File: config.mk
export PLATFORM = sky130hd
export DESIGN_NAME = a1a2_aligner
export DESIGN_NICKNAME = d
export VERILOG_FILES = /design/src/rtl/fa_pkg.sv /design/src/rtl/fa_pattern_match.sv /design/src/rtl/fa_boundary_ctr.sv /design/src/rtl/fa_byte_out.sv /design/src/rtl/a1a2_aligner.sv
export SDC_FILE = /design/constraint.sdc
export NUM_CORES = 1
export LEC_CHECK = 0
export ABC_CLOCK_PERIOD_IN_PS = 5450
export BUFFER_PORTS_ARGS = -buffer_cell sky130_fd_sc_hd__buf_2
export CAP_MARGIN = 5
export CORE_ASPECT_RATIO = 0.75
export CORE_UTILIZATION = 55
export DETAILED_ROUTE_END_ITERATION = 16
export PLACE_DENSITY = 0.74
export REMOVE_ABC_BUFFERS = 1
export SKIP_LAST_GASP = 1
export SLEW_MARGIN = 20
export SYNTH_ARGS = -nofsm -noshare
export SYNTH_HDL_FRONTEND = slang
export SYNTH_SLANG_ARGS = --single-unit
File: constraint.sdc
create_clock -name clk -period 5.45 [get_ports clk]
set_input_delay 1.09 -clock clk [delete_from_list [all_inputs] [get_ports clk]]
set_output_delay 1.09 -clock clk [all_outputs]
set_load 0.05 [all_outputs]
File: src/rtl/fa_pkg.sv
package fa_pkg;
   localparam int unsigned FA_BYTE_W  = 8;
   localparam logic [7:0]  FA_A1_DEF  = 8'hF6;
   localparam logic [7:0]  FA_A2_DEF  = 8'h28;
   localparam int unsigned FA_RUN_DEF = 3;
endpackage

File: src/rtl/fa_pattern_match.sv
module fa_pattern_match #(
   parameter int unsigned BYTE_W = 8,
   parameter int unsigned RUN    = 3,
   parameter logic [BYTE_W-1:0] A1 = 8'hF6,
   parameter logic [BYTE_W-1:0] A2 = 8'h28
) (
   input  logic              clk,
   input  logic              rst_n,
   input  logic              ser_bit,
   output logic [BYTE_W-1:0] last_byte,
   output logic              hit
);
   localparam int unsigned SLOTS = 2 * RUN;
   localparam int unsigned WIN_W = SLOTS * BYTE_W;

   logic [WIN_W-1:0] window;
   logic [SLOTS-1:0] slot_ok;

   always_ff @(posedge clk or negedge rst_n) begin
      if (!rst_n) window <= '0;
      else        window <= {window[WIN_W-2:0], ser_bit};
   end

   // Slot 0 holds the newest byte; the first RUN slots expect A2, the rest A1.
   for (genvar s = 0; s < SLOTS; s++) begin : g_slot
      if (s < RUN) begin : g_a2
         assign slot_ok[s] = (window[s*BYTE_W +: BYTE_W] == A2);
      end else begin : g_a1
         assign slot_ok[s] = (window[s*BYTE_W +: BYTE_W] == A1);
      end
   end

   assign hit       = &slot_ok;
   assign last_byte = window[BYTE_W-1:0];
endmodule

File: src/rtl/fa_boundary_ctr.sv
module fa_boundary_ctr #(
   parameter int unsigned BYTE_W = 8
) (
   input  logic clk,
   input  logic rst_n,
   input  logic realign,
   output logic load
);
   localparam int unsigned CNT_W = (BYTE_W > 1) ? $clog2(BYTE_W) : 1;
   localparam logic [CNT_W-1:0] LAST = CNT_W'(BYTE_W - 1);

   logic [CNT_W-1:0] phase;

   assign load = realign | (phase == LAST);

   always_ff @(posedge clk or negedge rst_n) begin
      if (!rst_n)    phase <= '0;
      else if (load) phase <= '0;
      else           phase <= phase + 1'b1;
   end
endmodule

File: src/rtl/fa_byte_out.sv
module fa_byte_out #(
   parameter int unsigned BYTE_W = 8
) (
   input  logic              clk,
   input  logic              rst_n,
   input  logic              load,
   input  logic              frame,
   input  logic [BYTE_W-1:0] din,
   output logic [BYTE_W-1:0] dout,
   output logic              stb,
   output logic              fp
);
   always_ff @(posedge clk or negedge rst_n) begin
      if (!rst_n) begin
         dout <= '0;
         stb  <= 1'b0;
         fp   <= 1'b0;
      end else if (load) begin
         dout <= din;
         stb  <= 1'b1;
         fp   <= frame;
      end else begin
         stb  <= 1'b0;
      end
   end
endmodule

File: src/rtl/a1a2_aligner.sv
module a1a2_aligner
   import fa_pkg::*;
#(
   parameter int unsigned BYTE_W = FA_BYTE_W,
   parameter int unsigned RUN    = FA_RUN_DEF,
   parameter logic [BYTE_W-1:0] A1 = FA_A1_DEF,
   parameter logic [BYTE_W-1:0] A2 = FA_A2_DEF
) (
   input  logic              clk,
   input  logic              rst_n,
   input  logic              ser_bit,
   input  logic              oof_req,
   output logic [BYTE_W-1:0] par_byte,
   output logic              byte_stb,
   output logic              frame_pulse
);
   if (BYTE_W < 2 || (BYTE_W & (BYTE_W - 1)) != 0) begin : g_bad_width
      $error("BYTE_W must be a power of two of at least 2");
   end
   if (RUN < 1 || RUN > 16) begin : g_bad_run
      $error("RUN must lie between 1 and 16");
   end

   logic [BYTE_W-1:0] newest;
   logic              hit;
   logic              realign;
   logic              load;

   fa_pattern_match #(.BYTE_W(BYTE_W), .RUN(RUN), .A1(A1), .A2(A2)) u_match (
      .clk       (clk),
      .rst_n     (rst_n),
      .ser_bit   (ser_bit),
      .last_byte (newest),
      .hit       (hit)
   );

   assign realign = hit & oof_req;

   fa_boundary_ctr #(.BYTE_W(BYTE_W)) u_ctr (
      .clk     (clk),
      .rst_n   (rst_n),
      .realign (realign),
      .load    (load)
   );

   fa_byte_out #(.BYTE_W(BYTE_W)) u_out (
      .clk   (clk),
      .rst_n (rst_n),
      .load  (load),
      .frame (realign),
      .din   (newest),
      .dout  (par_byte),
      .stb   (byte_stb),
      .fp    (frame_pulse)
   );
endmodule

==> results by stage <==
Run status:
- The flow ran to the end, and the final reports show no timing, DRC or antenna violations.

Synthesis:
- The part of the Yosys area used for sequential elements is 0.797.
- The number of enable-type register cells in the synthesized netlist is 0.
- After synthesis, the cell types taking the most area are dfrtp_1 (80%), a22o_1 (2.7%), nor2b_1 (2.0%), and4b_1 (1.6%), nor4bb_1 (1.6%).
- The share of the synthesized area in the top cell type is 0.797.
- The Yosys step of the flow raised 0 warnings.
- Yosys mapped the design onto 27 distinct sky130hd cell types.
- The post-synthesis average cell area is 16.9 sq um.
- Counting instances in the post-synthesis netlist gives the leading cell types as dfrtp_1 (61), a22o_1 (6), nor2b_1 (6).
- The proportion of register bits with asynchronous set or reset after synthesis is 1.00.
- Among all flip-flop cells after synthesis, the most frequent one is dfrtp_1.
- The most repeated cell in the gate-level netlist after synthesis is dfrtp_1.
- The synthesized netlist occupies a cell area of 1910 sq um.
- The synthesized netlist cell count is 113.
- The number of flip-flops and latches in the synthesized netlist is 61.
- The largest area contributor in the netlist is dfrtp_1.

Timing:
- Setup violations remaining at the end of the flow were counted as 0.
- Measured against its own limit, the worst slew margin works out to 0.527.
- The final count of hold timing violations is 0.
- Dividing the final minimum period by the clock period gives 0.391.
- Setup repair after global routing left no endpoint under its margin.
- The clock skew is 0.00633 ns.
- The transition at the pin with the smallest max-transition slack is 0.709 ns.
- For the finished layout, the period the worst path requires is 2.13 ns.
- The max-slew violation total from the final report was 0.
- The aggregate negative setup slack is 0 ns.
- Once routing completed, OpenROAD measured the worst setup slack at 3.32 ns.
- Derived from the worst setup path, the maximum achievable clock frequency is 470 MHz.

Global route:
- Entering global routing, the biggest net connects 62 pins.
- The initial antenna violation count is 0.
- The overall track demand over capacity in global routing is 0.210.
- Global routing finished with a remaining overflow of 0.
- The number of global-route vias before repair was 1015.
- The wire length of the first global-routing pass is 5200 microns.

Clocking:
- TritonCTS created 9 clock buffers.
- TritonCTS built the clock tree.
- After clock tree synthesis, the clock-pin slew on the worst setup and hold paths is 0.06 ns.
- The library cell used as clock root buffer is clkbuf_8.
- The tree built by TritonCTS fans out to 61 sinks.
- The number of post-CTS setup repair buffers is 0.
- Post-CTS repair changed the size of 0 cells.
- The quantity of hold-fixing buffers added after cts is 0.
- The clock insertion delay at the later pin of the skew report is 0.33 ns.
- Counting along the longest clock path gives a buffer depth of 2.
- The deepest level of the CTS H-tree is 3.

Pwr:
- The analysis attributes to cell leakage a power of 1.03 nW.
- The power per cell area is 390 nW/um^2.
- The worst-case IR drop observed on VDD is 0.257 mV.
- Overall power consumption after layout is estimated at 0.000856 W.

Hold path:
- In this run the most critical hold path is launched from u_match.window[31]$_DFF_PN0_.
- The class of the most critical hold timing path is flop to flop.
- The cell depth of the worst hold path is 0.
- The worst min-delay path endpoint is u_match.window[32]$_DFF_PN0_.

Finish:
- In the final layout, the share of cells above drive strength 1 is 0.200.
- The number of antenna diodes is 0.
- The final layout contains 141 nets.
- The filler cell count in the final layout is 244.
- Relative to the synthesized area, the layout overhead comes to 14.7%.
- The utilization after layout is 0.663.
- After routing the design area is 2200 sq um.

Drt:
- After detailed routing, the number of remaining DRC violations is 0.
- In this run, the number of DRC markers left after iteration 0 of detailed routing was 58.
- The detailed-route via count is 1001.
- After detailed routing, the average wire length per cell comes to 17.1 microns.
- The number of vias per cell is 5.56.
- The detailed-route wire length is 3070 microns.
- The first TritonRoute pass finished after 4 iterations.
- The remaining antenna violation count is 0.

Floorplanning:
- From bottom edge to top edge, the die measures 53.1 microns.
- In this run the core area contains 18 standard-cell rows.
- The area enclosed by the die boundary is 3720 sq um.
- Pin placement for this block handled 14 I/O pins.
- The floorplan core area is 3310 sq um.
- The die is 70.1 microns wide.
- The initial core utilization is 0.578.

Setup path:
- STA classifies the critical path endpoint as a flop.
- The worst register-to-register path begins at u_match.window[6]$_DFF_PN0_.
- The worst setup path is launched from a primary input.
- The arrival time of data at the critical path endpoint is 2.34 ns.
- Counting cells, the worst reg-to-reg path comes to 4.
- STA puts the critical path data required time at 5.66 ns.
- In this run the critical register-to-register path is captured at u_out.dout[6]$_DFFE_PN0P_.
- The peak fanout along the critical path is 6.
- The reg-to-reg setup timing slack is 3.52 ns.
- The critical path is of the primary input to flop type.

Run:
- Max-cap violations in this run came to 0.

Placement:
- Routability-driven placement finished with a final weighted congestion of 0.821.
- Once detailed placement completed, the half-perimeter wirelength came to 1980 microns.
- Before CTS, the worst setup slack after placement is 2.98 ns.
- The placed instances occupy a cell area of 2020 sq um.
- Input and output buffers added on the ports amount to 13.
==> per-layer routing <==
layer,GRT usage,part of all wire
met5,0,0
met4,0.0800,0.0091
met3,0.120,0.063
met2,0.295,0.45
met1,0.272,0.48
==> cell families after synthesis <==
family | Yosys count | synth area share
AOI/OAI and AO/OA | 11 | 0.0471
adders and majority gates | 2 | 0.0131
and+or+nand+nor | 33 | 0.130
buffers and inverters | 6 | 0.0124
DFF | 61 | 0.797
==> metrics by stage <==
stage | std cells | hold WS, ns
2_1_floorplan | 110 | 0.345
3_3_place_gp | 164 | 0.350
3_5_place_dp | 164 | 0.356
4_1_cts | 180 | 0.369
5_1_grt | 180 | 0.383
6_report | 180 | 0.368
==> layout make-up <==
| type | count | area [sq um] | area share |
|---|---|---|---|
| inverter | 3 | 11.3 | 0.00513 |
| tap | 40 | 50.0 | 0.0228 |
| clock buffer | 15 | 166 | 0.0758 |
| clock inverter | 1 | 5.00 | 0.00228 |
| multi-input combinational | 46 | 364 | 0.166 |
| sequential | 61 | 1530 | 0.695 |
| timing repair buffer | 14 | 72.6 | 0.0330 |
==> power by group <==
group	switching [W]	internal, W
sequential	0.0000123	0.000474
combinational	0.0000219	0.00000851
clock	0.000150	0.000190
total	0.000184	0.000672
==> layout by cell type, fill, tap and decap left out, types with 2 or more instances in the layout <==
master and n:
nor4bb_1 3, and3b_1 2, o311ai_0 2, clkbuf_1 4, inv_1 3, nand4_1 4
ha_1 2, a22o_1 6, nor2_1 2, buf_2 13, dfrtp_1 61, and4b_1 3
clkbuf_8 11, a22oi_1 2, nor2b_1 6, nor4_1 2
==> flip-flops by register name (all words and copies together), names as in the netlist <==
signal          cells
u_out.fp            1
u_out.dout          8
u_ctr.phase         3
u_out.stb           1
u_match.window     48
==> worst max-delay path: stages <==
cell and delay, ns:
buf_2 0.08, and4b_1 0.18, nand3_1 0.12, or4_1 0.66, a22o_1 0.23
==> how the worst max path moves through the flow <==
stage | startpoint | endpoint | slack (ns)
2_1_floorplan | oof_req | u_out.dout[0]$_DFFE_PN0P_ | 3.18
5_1_grt | oof_req | u_out.dout[6]$_DFFE_PN0P_ | 3.28
4_1_cts | oof_req | u_out.dout[6]$_DFFE_PN0P_ | 3.33
3_3_place_gp | oof_req | u_out.dout[2]$_DFFE_PN0P_ | 3.04
3_5_place_dp | oof_req | u_out.dout[0]$_DFFE_PN0P_ | 2.98
6_report | oof_req | u_out.dout[6]$_DFFE_PN0P_ | 3.32
No activity file was read; power rests on OpenSTA's default activity.
